==> config.mk <==
export PLATFORM = sky130hd
export DESIGN_NAME = sgc_mask_unit
export DESIGN_NICKNAME = d
export VERILOG_FILES = /design/src/rtl/sgc_pkg.sv /design/src/rtl/sgc_byte_cmp.sv /design/src/rtl/sgc_lane_merge.sv /design/src/rtl/sgc_mask_expand.sv /design/src/rtl/sgc_mask_unit.sv
export SDC_FILE = /design/constraint.sdc
export NUM_CORES = 1
export LEC_CHECK = 0
export BUFFER_PORTS_ARGS = -buffer_cell sky130_fd_sc_hd__buf_2
export CAP_MARGIN = 20
export CORE_MARGIN = 1
export CORE_UTILIZATION = 44
export CTS_CLUSTER_SIZE = 40
export DETAILED_ROUTE_END_ITERATION = 10
export PLACE_DENSITY = 0.77
export SLEW_MARGIN = 0
export SYNTH_ARGS = -nofsm -noshare
export SYNTH_HDL_FRONTEND = slang
export SYNTH_SLANG_ARGS = --single-unit
==> constraint.sdc <==
create_clock -name clk -period 5.55 [get_ports clk]
set_clock_uncertainty 0.1 [all_clocks]
set_input_delay 0.8325 -clock clk [delete_from_list [all_inputs] [get_ports clk]]
set_output_delay 0.8325 -clock clk [all_outputs]
set_load 0.02 [all_outputs]
==> src/rtl/sgc_pkg.sv <==
package sgc_pkg;

  localparam int unsigned BYTE_W = 8;

  typedef enum logic [1:0] {
    SZ_BYTE  = 2'b00,
    SZ_WORD  = 2'b01,
    SZ_DWORD = 2'b10,
    SZ_RSVD  = 2'b11
  } lane_size_e;

  typedef struct packed {
    logic eq;
    logic ugt;
    logic sgt;
  } byte_flags_t;

  // One subtractor per byte: borrow gives unsigned order, sign bits fix signed order.
  function automatic byte_flags_t compare_byte(input logic [BYTE_W-1:0] a,
                                               input logic [BYTE_W-1:0] b);
    logic [BYTE_W:0] diff;
    byte_flags_t     f;
    diff  = {1'b0, a} - {1'b0, b};
    f.eq  = (diff[BYTE_W-1:0] == '0);
    f.ugt = !diff[BYTE_W] && !f.eq;
    f.sgt = (a[BYTE_W-1] ^ b[BYTE_W-1]) ? b[BYTE_W-1] : f.ugt;
    return f;
  endfunction

endpackage

==> src/rtl/sgc_byte_cmp.sv <==
module sgc_byte_cmp
  import sgc_pkg::*;
#(
  parameter int unsigned NB = 8
) (
  input  logic [NB*BYTE_W-1:0] dst_i,
  input  logic [NB*BYTE_W-1:0] src_i,
  output logic [NB-1:0]        eq_o,
  output logic [NB-1:0]        ugt_o,
  output logic [NB-1:0]        sgt_o
);

  for (genvar i = 0; i < NB; i++) begin : g_byte
    byte_flags_t flags;
    assign flags    = compare_byte(dst_i[i*BYTE_W +: BYTE_W], src_i[i*BYTE_W +: BYTE_W]);
    assign eq_o[i]  = flags.eq;
    assign ugt_o[i] = flags.ugt;
    assign sgt_o[i] = flags.sgt;
  end

endmodule

==> src/rtl/sgc_lane_merge.sv <==
module sgc_lane_merge #(
  parameter int unsigned NB         = 8,
  parameter int unsigned LANE_BYTES = 1,
  localparam int unsigned LN        = NB / LANE_BYTES
) (
  input  logic [NB-1:0] eq_i,
  input  logic [NB-1:0] ugt_i,
  input  logic [NB-1:0] sgt_i,
  output logic [LN-1:0] lane_gt_o
);

  // Not every flag feeds every lane size.
  logic unused_flags;
  assign unused_flags = ^{eq_i, ugt_i, sgt_i};

  for (genvar l = 0; l < LN; l++) begin : g_lane
    localparam int unsigned TOP = l * LANE_BYTES + LANE_BYTES - 1;
    always_comb begin
      logic hit;
      logic tie;
      hit = sgt_i[TOP];
      tie = eq_i[TOP];
      for (int k = int'(LANE_BYTES) - 2; k >= 0; k--) begin
        hit = hit | (tie & ugt_i[l * LANE_BYTES + k]);
        tie = tie & eq_i[l * LANE_BYTES + k];
      end
      lane_gt_o[l] = hit;
    end
  end

endmodule

==> src/rtl/sgc_mask_expand.sv <==
module sgc_mask_expand
  import sgc_pkg::*;
#(
  parameter int unsigned NB = 8
) (
  input  logic [1:0]           size_i,
  input  logic [NB-1:0]        gt_b_i,
  input  logic [NB/2-1:0]      gt_w_i,
  input  logic [NB/4-1:0]      gt_d_i,
  output logic [NB-1:0]        byte_sel_o,
  output logic [NB*BYTE_W-1:0] mask_o
);

  lane_size_e size_q;
  assign size_q = lane_size_e'(size_i);

  for (genvar i = 0; i < NB; i++) begin : g_byte
    always_comb begin
      case (size_q)
        SZ_BYTE:  byte_sel_o[i] = gt_b_i[i];
        SZ_WORD:  byte_sel_o[i] = gt_w_i[i/2];
        SZ_DWORD: byte_sel_o[i] = gt_d_i[i/4];
        default:  byte_sel_o[i] = 1'b0;
      endcase
    end
    assign mask_o[i*BYTE_W +: BYTE_W] = {BYTE_W{byte_sel_o[i]}};
  end

endmodule

==> src/rtl/sgc_mask_unit.sv <==
module sgc_mask_unit
  import sgc_pkg::*;
#(
  parameter int unsigned DATA_W = 64,
  localparam int unsigned NB    = DATA_W / BYTE_W
) (
  input  logic              clk,
  input  logic              rst,
  input  logic              in_valid,
  input  logic [DATA_W-1:0] dst_i,
  input  logic [DATA_W-1:0] src_i,
  input  logic [1:0]        size_i,
  output logic              out_valid,
  output logic [DATA_W-1:0] mask_o
);

  // Named internal events
  logic [NB-1:0]     byte_eq;
  logic [NB-1:0]     byte_ugt;
  logic [NB-1:0]     byte_sgt;
  logic [NB-1:0]     lane_gt_b;
  logic [NB/2-1:0]   lane_gt_w;
  logic [NB/4-1:0]   lane_gt_d;
  logic [NB-1:0]     byte_sel;
  logic [DATA_W-1:0] mask_next;
  logic              capture;

  sgc_byte_cmp #(.NB(NB)) u_cmp (
    .dst_i (dst_i),
    .src_i (src_i),
    .eq_o  (byte_eq),
    .ugt_o (byte_ugt),
    .sgt_o (byte_sgt)
  );

  sgc_lane_merge #(.NB(NB), .LANE_BYTES(1)) u_merge_b (
    .eq_i (byte_eq), .ugt_i (byte_ugt), .sgt_i (byte_sgt), .lane_gt_o (lane_gt_b)
  );

  sgc_lane_merge #(.NB(NB), .LANE_BYTES(2)) u_merge_w (
    .eq_i (byte_eq), .ugt_i (byte_ugt), .sgt_i (byte_sgt), .lane_gt_o (lane_gt_w)
  );

  sgc_lane_merge #(.NB(NB), .LANE_BYTES(4)) u_merge_d (
    .eq_i (byte_eq), .ugt_i (byte_ugt), .sgt_i (byte_sgt), .lane_gt_o (lane_gt_d)
  );

  sgc_mask_expand #(.NB(NB)) u_expand (
    .size_i     (size_i),
    .gt_b_i     (lane_gt_b),
    .gt_w_i     (lane_gt_w),
    .gt_d_i     (lane_gt_d),
    .byte_sel_o (byte_sel),
    .mask_o     (mask_next)
  );

  assign capture = in_valid;

  always_ff @(posedge clk) begin
    if (rst) begin
      out_valid <= 1'b0;
      mask_o    <= '0;
    end else begin
      out_valid <= capture;
      if (capture) mask_o <= mask_next;
    end
  end

endmodule

### Word-level counts from Yosys, hierarchy flattened

Index checks and enable logic that the tools add are counted.

| cells by class | value |
|---|---|
| add/sub/neg operators | 8 |
| multipliers | 0 |
| div/mod/pow operators | 0 |
| $lt $le $gt $ge | 0 |
| equal/unequal tests | 2 |
| shifts and indexed selects | 0 |
| multiplexer cells | 16 |
| bitwise operators | 28 |
| reduce and logical (&&, ||, !) cells | 33 |

Operators with widths:

| operator | number |
|---|---|
| $sub 8x8->9 | 8 |
| $logic_not 8->1 | 8 |
| $pmux 1 s3 | 8 |
| $logic_not 1->1 | 16 |
| $and 1x1->1 | 12 |
| $logic_and 1x1->1 | 8 |
| $mux 1 | 8 |
| $or 1x1->1 | 8 |
| $xor 1x1->1 | 8 |
| $eq 2x1->1 const B | 1 |
| $eq 2x2->1 const B | 1 |
| $logic_not 2->1 | 1 |

| word-level totals | value |
|---|---|
| bits in registers | 58 |
| bits in latches | 0 |
| bits in writable memories | 0 |
| bits in read-only memories | 0 |
| output and inout port bits | 65 |
| word-level logic and storage cells | 89 |
| memories kept | 0 |

### Depth between registers and ports, before layout

Gate-level depths: netlist of the first run.

| depth | value |
|---|---|
| depth in word-level cells | 9 |
| mapped depth | 12 |

### Hierarchy

Synthesis of the first run repeated with hierarchy kept, for this count alone.

| second synthesis, totals | value |
|---|---|
| cell total of the unflattened synthesis | 734 |
| area total of the unflattened synthesis | 5943.2 um^2 |

By module, submodules not included:

| module | instances | cells each | area each (um^2) | seq. area each (um^2) |
|---|---|---|---|---|
| sgc_byte_cmp | 1 | 414 | 2812.7 | 0.0 |
| sgc_mask_unit | 1 | 208 | 2311.0 | 1301.2 |
| sgc_mask_expand | 1 | 86 | 646.9 | 0.0 |
| sgc_lane_merge at u_merge_b ... | 2 | 8 | 60.1 | 0.0 |
| sgc_lane_merge at u_merge_d | 1 | 10 | 52.6 | 0.0 |

### Least setup slack after synthesis of the first run

OpenSTA, ideal clock, no wires.

| timing | value |
|---|---|
| kind | input to register |
| start point | input port dst_i[8] |
| end point | register mask_o[15] |
| library setup time | 88 ps |
| arrival | 3266 ps |
| required time | 5362 ps |
| setup slack | 2096 ps |
| stages | 12 |
| cells stage by stage | inv_1 > ha_1 > fa_1 > and2b_1 > o31a_1 > a21oi_1 > a2111o_1 > nor4_4 > mux2i_1 > nor4_2 > o21ai_1 > a311oi_2 |

| on the way | value |
|---|---|
| word-level cells in the longest chain between the ends | 8 |
| elaborated cells between the ends (all ways) | 14 |

Ends and longest elaborated chain:

| item | line | source |
|---|---|---|
| from (decl) | sgc_mask_unit.sv:10 | `input logic [DATA_W-1:0] dst_i,` |
| $sub 8x8->9 * | sgc_pkg.sv:23 | `diff = {1'b0, a} - {1'b0, b};` |
| $logic_not 8->1 | sgc_pkg.sv:24 | `f.eq = (diff[BYTE_W-1:0] == '0);` |
| $logic_not 1->1 | sgc_pkg.sv:25 | `f.ugt = !diff[BYTE_W] && !f.eq;` |
| $logic_and 1x1->1 | sgc_pkg.sv:25 |  |
| $and 1x1->1 | sgc_lane_merge.sv:24 | `hit = hit \| (tie & ugt_i[l * LANE_BYTES + k]);` |
| $or 1x1->1 (2 in a row) | sgc_lane_merge.sv:24 |  |
| $pmux 1 s3 * | sgc_mask_expand.sv:19 | `case (size_q)` |
| to (signal assigned) | sgc_mask_unit.sv:65 | `if (capture) mask_o <= mask_next;` |
| to (decl) | sgc_mask_unit.sv:14 | `output logic [DATA_W-1:0] mask_o` |

Mark *: on every way between the ends. The rest lies on a longest branch, timed or not.
A chain may end at the register's enable or synchronous reset.

### Worst setup path in the final report of the first run

Same ends and word-level chain as after synthesis.

==> key figures, run 1 <==
Outcome
  – Status: complete, no violations

Place
  – Port buffer count: 197
  – Hpwl dp: 8898 um
  – Dpl cell area: 4796 um2
  – GP Congestion: 0.8750
  – Pre-CTS setup slack: 1.730 ns

CTS
  – Sink Count: 9
  – Post_cts resized: 0
  – TritonCTS buffer count: 3
  – Clock Path Buffers: 2
  – H-tree depth: 1
  – Setup Buffers After CTS: 0
  – CTS tree: done
  – Hold-fix buffers at CTS: 0
  – CTS root buffer: clkbuf_8
  – Clock transition at the registers of the reported paths: 0.05 ns
  – Clk_lat worst skew: 0.23 ns

Critical path
  – CP max stage delay: 0.42 ns
  – Crit-path cells: buf_2 -> inv_1 -> ha_1 -> fa_1 -> and2b_1 -> o31a_1 -> a21oi_1 -> a2111o_1 -> nor4_4 -> mux2i_1 -> nor4_2 -> o21ai_1 -> a311oi_2
  – Critical path arrival: 3.62 ns
  – CP max FO: 4
  – Worst Path Required: 5.59 ns
  – CP startpoint kind: primary input
  – CP endpoint kind: register
  – CP Class: in2reg
  – Slowest stage cell, crit path: a2111o_1

Timing
  – RSZ-0062 raised after global routing: false
  – Final setup vio count: 0
  – Setup ws final: 1.977 ns
  – TNS Setup: 0 ns
  – Slew HR: 0.6884
  – Final min period: 3.573 ns
  – Hold Slack: 0.4666 ns
  – Slew @ Worst Pin: 0.4601 ns
  – Fmax: 0.2799 GHz
  – Tcrit/Tclk final: 0.6438
  – Max-slew violations: 0
  – Final hold vios: 0

Synth
  – Synth Register Bits: 9
  – Synth top area cells: ha_1, buf_4, inv_1
  – Post-synth top flop: dfxtp_1
  – Number of flops mapped to enable cells by yosys: 0
  – Cell Area, Synth: 4118 um2
  – Yosys warnings: 0
  – Yosys top cell by area: ha_1
  – Syn_area_per_cell: 7.249 um2
  – Register area share after synthesis: 0.04376
  – Library cells used by synthesis: 67
  – Synth top area share: 0.1945
  – Mapped Cells: 568
  – Async SR Flop Fraction: 0
  – Syn nets: 773

Routing
  – Vias per Instance: 5.466
  – Antenna Nets Post-Route: 0
  – DRC viols: 0
  – Drt pass-1 iters: 4
  – Initial DRC count: 188
  – WL/cell: 12.29 um
  – Via count: 4455
  – WL final: 10020 um

Global routing
  – Vias in the first global route: 4202
  – First-pass GRT wire length: 17180 um
  – Grt ovf: 0
  – Largest net degree at the start of global routing: 18
  – Gr usage total: 0.2045
  – Initial antenna violation count: 0

Run
  – Max-cap violation count: 0

Floorplanning
  – I/O pins: 198
  – Cell Rows: 34
  – Die Wd: 98.74 um
  – Die area: 9750 um2
  – Die height: 98.74 um
  – Core area: 8891 um2
  – Initial Util: 0.4631

Power
  – Peak supply drop: 0.06215 mV
  – Pwr dens: 132.7 nW/um2
  – Leak: 2.695 nW

Worst hold path
  – Hold Path Class: reg2reg

Finish
  – Leading cell type in the layout, fill and taps excluded: buf_2
  – Commonest cells after routing, fill and taps aside: buf_2, inv_1, ha_1
  – Syn-to-layout area delta: 17.56%
  – Filler Cell Count: 848
  – N_diodes: 0
  – Final Instance Area: 4841 um2
  – Final #Nets: 913
  – Layout cells sized above 1: 0.3083
==> state kept, by name, summed over array words and instances (netlist names) <==
| register | cells |
|---|---|
| mask_o | 8 |
| out_valid | 1 |
==> per-stage QoR <==
stage | std cells | power (mW) | util
2_1_floorplan | 568 | 0.4635 | -
3_3_place_gp | 811 | 0.5467 | 0.5394
3_5_place_dp | 811 | 0.5653 | 0.5394
4_1_cts | 815 | 0.6436 | 0.5445
5_1_grt | 815 | 0.7065 | 0.5445
6_report | 815 | 0.6426 | 0.5445
==> cell usage after synthesis, types with 5 or more instances <==
| cell | number |
|---|---|
| o31a_1 | 10 |
| o31ai_1 | 5 |
| dfxtp_1 | 9 |
| nor2b_1 | 19 |
| a21oi_1 | 30 |
| xnor2_1 | 10 |
| inv_1 | 84 |
| nor2_1 | 37 |
| ha_1 | 64 |
| a21o_1 | 6 |
| nor4_1 | 5 |
| o21a_1 | 19 |
| nand2_1 | 23 |
| clkbuf_1 | 6 |
| nand3_1 | 16 |
| a31oi_1 | 11 |
| o21ai_0 | 29 |
| buf_4 | 56 |
| xor2_1 | 11 |
| nor3_1 | 9 |
| nand2b_1 | 6 |
| o211ai_1 | 10 |
| or2_2 | 5 |
| or4_1 | 5 |
| fa_1 | 8 |
==> power breakdown <==
part / internal [mW] / switching, mW / leakage [nW]
sequential: 0.0700 / 0.00949 / 0.0744
combinational: 0.215 / 0.272 / 2.60
clock: 0.0501 / 0.0259 / 0.0228
==> logic make-up (layout without fill, tap and decap cells) <==
group                    Yosys count  count (layout)  synth area share
AO/OA/AOI/OAI                    170             170            0.2929
buffers and inverters            146             285            0.1841
multiplexers                       4               4           0.01003
flip-flops                         9               9           0.04376
adder cells (fa/ha/maj)           72              72            0.2334
AND/OR/NAND/NOR                  146             146            0.1911
XOR/XNOR                          21              21           0.04467
==> worst paths after layout <==
path	cells past startpoint	from	slack, ns	end
worst min-delay path	2	mask_o[47]$_SDFFE_PP0P_	0.47	mask_o[47]$_SDFFE_PP0P_
worst max-delay path	13	dst_i[8]	1.98	mask_o[15]$_SDFFE_PP0P_
worst max register to register	2	mask_o[15]$_SDFFE_PP0P_	4.58	mask_o[15]$_SDFFE_PP0P_
worst min register to register	2	mask_o[47]$_SDFFE_PP0P_	0.47	mask_o[47]$_SDFFE_PP0P_
==> cell type report <==
type                    instances  area [um2]  share of cell area
multi-input cells             413        3179              0.6568
clock buffers                   4       45.04            0.009305
well taps                     108       135.1             0.02791
inverters                      84       315.3             0.06513
flip-flops and latches          9       180.2             0.03722
repair buffers                197       985.9              0.2037
==> layer usage <==
| layer | track usage | vias to the layer above | wire length [um] |
|---|---|---|---|
| met1 | 0.2370 | 2017 | 4286 |
| li1 | - | 2271 | - |
| met4 | 0.05511 | 0 | 72 |
| met3 | 0.02482 | 4 | 529 |
| met2 | 0.3916 | 163 | 5130 |
| met5 | 0 | - | 0 |
==> critical path, delay by kind of cell <==
family                     cells  cell delay [ns]
adders and majority gates      2             0.61
and+or+nand+nor                3             0.84
AOI/OAI and AO/OA              5             1.05
buffers and inverters          2             0.12
muxes                          1             0.16
Note: power is estimated with default switching activity, not from simulation.
==> run 2, diff against run 1 <==
--- a/config.mk
+++ b/config.mk
@@ -11,7 +11,7 @@
 export CORE_UTILIZATION = 44
 export CTS_CLUSTER_SIZE = 40
 export DETAILED_ROUTE_END_ITERATION = 10
-export PLACE_DENSITY = 0.77
+export PLACE_DENSITY = 0.8
 export SLEW_MARGIN = 0
 export SYNTH_ARGS = -nofsm -noshare
 export SYNTH_HDL_FRONTEND = slang
==> constraint.sdc (replaced) <==
create_clock -name clk -period 3.1 [get_ports clk]
set_clock_uncertainty 0.1 [all_clocks]
set_input_delay 0.465 -clock clk [delete_from_list [all_inputs] [get_ports clk]]
set_output_delay 0.465 -clock clk [all_outputs]
set_load 0.02 [all_outputs]
==> run 2 against run 1 <==
Sequential share of layout area barely moved. Register-to-register slack got worse by 2.5 ns. Final cell count up 0.49%. Die area stayed put. Critical endpoint unchanged. Largest cell class unchanged.
==> key figures, run 2 (synthesis results as in run 1) <==
Power
  – Tot Pwr: 1.163 mW (+81%)
  – Peak supply drop: 0.1182 mV (+90%)
  – Pwr dens: 237.6 nW/um2 (+79%)
  – Leak: 2.722 nW (+1.0%)

Timing
  – TNS Setup: 0 ns (unchanged)
  – Slew @ Worst Pin: 0.4389 ns (-0.02116 ns)
  – Final hold vios: 0 (unchanged)
  – Tcrit/Tclk final: 0.9485
  – Max-slew violations: 0 (unchanged)
  – RSZ-0062 raised after global routing: true
  – Slew HR: 0.7028 (+0.01433)
  – Final setup vio count: 0 (unchanged)
  – Fmax: 0.3401 GHz
  – Final min period: 2.940 ns

Finish
  – Final core utilization: 0.5507 (+0.006192)
  – Fin cells: 819 (+0.49%)
  – Final Instance Area: 4896 um2 (+1.1%)
  – Layout cells sized above 1: 0.3207 (+0.01233)
  – Syn-to-layout area delta: 18.90%
  – Largest regs: mask_o: 8 flops, out_valid: 1 flops
  – N_diodes: 0 (unchanged)
  – Commonest cells after routing, fill and taps aside: buf_2, inv_1, ha_1
  – Largest reg by FF count: mask_o
  – Max FFs per register: 8 (unchanged)
  – Leading cell type in the layout, fill and taps excluded: buf_2
  – Final #Nets: 917 (+0.44%)

Place
  – Port buffer count: 197 (unchanged)
  – Dpl cell area: 4826 um2 (+0.63%)
  – Placed Instances: 815 (+0.49%)
  – Hpwl dp: 8663 um (-2.6%)
  – GP Congestion: 0.8313 (-5.0%)

Outcome
  – Status: complete, no violations

Critical path
  – Critical path arrival: 2.94 ns (-0.68 ns)
  – CP startpoint kind: primary input
  – CP max stage delay: 0.35 ns (-0.07 ns)
  – CP Class: in2reg
  – R2r setup slk: 2.10 ns (-2.48 ns)
  – Slowest stage cell, crit path: fa_2
  – CP max FO: 3 (-1)
  – CP endpoint kind: register
  – Crit path max-delay family: compound AO/OA/AOI/OAI gates
  – Worst Path Required: 3.10 ns (-2.49 ns)
  – Crit-path cells: buf_2 -> inv_1 -> ha_1 -> fa_2 -> and2b_1 -> o31a_1 -> a21oi_1 -> a2111o_1 -> nor4_4 -> mux2i_2 -> nor4_2 -> o21ai_2 -> a311oi_2
  – Buf+Inv Stages, Crit Path: 2 (unchanged)

Routing
  – Via count: 4482 (+0.61%)
  – WL final: 9814 um (-2.1%)
  – Initial DRC count: 154 (-18%)
  – Vias per Instance: 5.473 (+0.11%)
  – Drt pass-1 iters: 4 (unchanged)
  – Antenna Nets Post-Route: 0 (unchanged)
  – WL/cell: 11.98 um (-2.5%)
  – DRC viols: 0 (unchanged)

Global routing
  – First-pass GRT wire length: 16820 um (-2.1%)
  – Largest net degree at the start of global routing: 18 (unchanged)
  – Grt ovf: 0 (unchanged)
  – Initial antenna violation count: 0 (unchanged)
  – Gr usage total: 0.2008 (-0.003729)
  – Vias in the first global route: 4177 (-0.59%)

Floorplanning
  – Initial Util: 0.4631 (unchanged)
  – Cell Rows: 34 (unchanged)
  – Die Wd: 98.74 um (unchanged)
  – Die height: 98.74 um (unchanged)
  – Core area: 8891 um2 (unchanged)
  – I/O pins: 198 (unchanged)
  – Die area: 9750 um2 (unchanged)

CTS
  – TritonCTS buffer count: 3 (unchanged)
  – Clock transition at the registers of the reported paths: 0.04 ns (about the same)
  – Sink Count: 9 (unchanged)
  – H-tree depth: 1 (unchanged)
  – CTS root buffer: clkbuf_8
  – Clock Path Buffers: 2 (unchanged)
  – Clk_lat worst skew: 0.23 ns (about the same)
  – CTS tree: done
  – Setup Buffers After CTS: 0 (unchanged)

Worst hold path
  – Hold Path Class: in2reg

Run
  – Max-cap violation count: 0 (unchanged)
[run 2: power breakdown]
part | switching (mW) | total, mW | internal [mW]
Sequential | 0.0174 | 0.143 | 0.125
Clock | 0.0531 | 0.143 | 0.0902
Combinational | 0.486 | 0.877 | 0.391
[run 2: routing by layer]
layer / vias up / part of all wire / track usage
met5: - / 0 / 0
met2: 174 / 0.50 / 0.3808
met4: 0 / 0.013 / 0.05166
met1: 2010 / 0.43 / 0.2371
met3: 14 / 0.057 / 0.02340
li1: 2284 / - / -
[run 2: stage by stage]
step | hold slack, ns | worst slack, ns
after floorplan | 0.4329 | 0.01382
after global placement | 0.4529 | -0.09822
after detailed placement | 0.4821 | -0.1936
after CTS | 0.3756 | 0.05219
after global routing | 0.3834 | -0.01372
final | 0.3840 | 0.1596
[run 2: layout make-up]
cell class,count,area (um2)
clock buffer,4,45.04
fill,838,3995
inverter,84,315.3
multi-input combinational,413,3204
sequential,9,180.2
tap,108,135.1
timing repair buffer,201,1016
[run 2: path summary, 6_finish.rpt]
check,end,from,depth (start not counted)
worst max register to register,mask_o[7]$_SDFFE_PP0P_,mask_o[7]$_SDFFE_PP0P_,3
worst max-delay path,mask_o[15]$_SDFFE_PP0P_,dst_i[8],13
worst min-delay path,mask_o[15]$_SDFFE_PP0P_,rst,2
worst min register to register,mask_o[47]$_SDFFE_PP0P_,mask_o[47]$_SDFFE_PP0P_,2
[run 2: repair_timing]
| action | in CTS | in global routing |
|---|---|---|
| hold buffers | 0 | 0 |
| resized for setup | 0 | 6 |
| setup endpoints to repair | 0 | 4 |
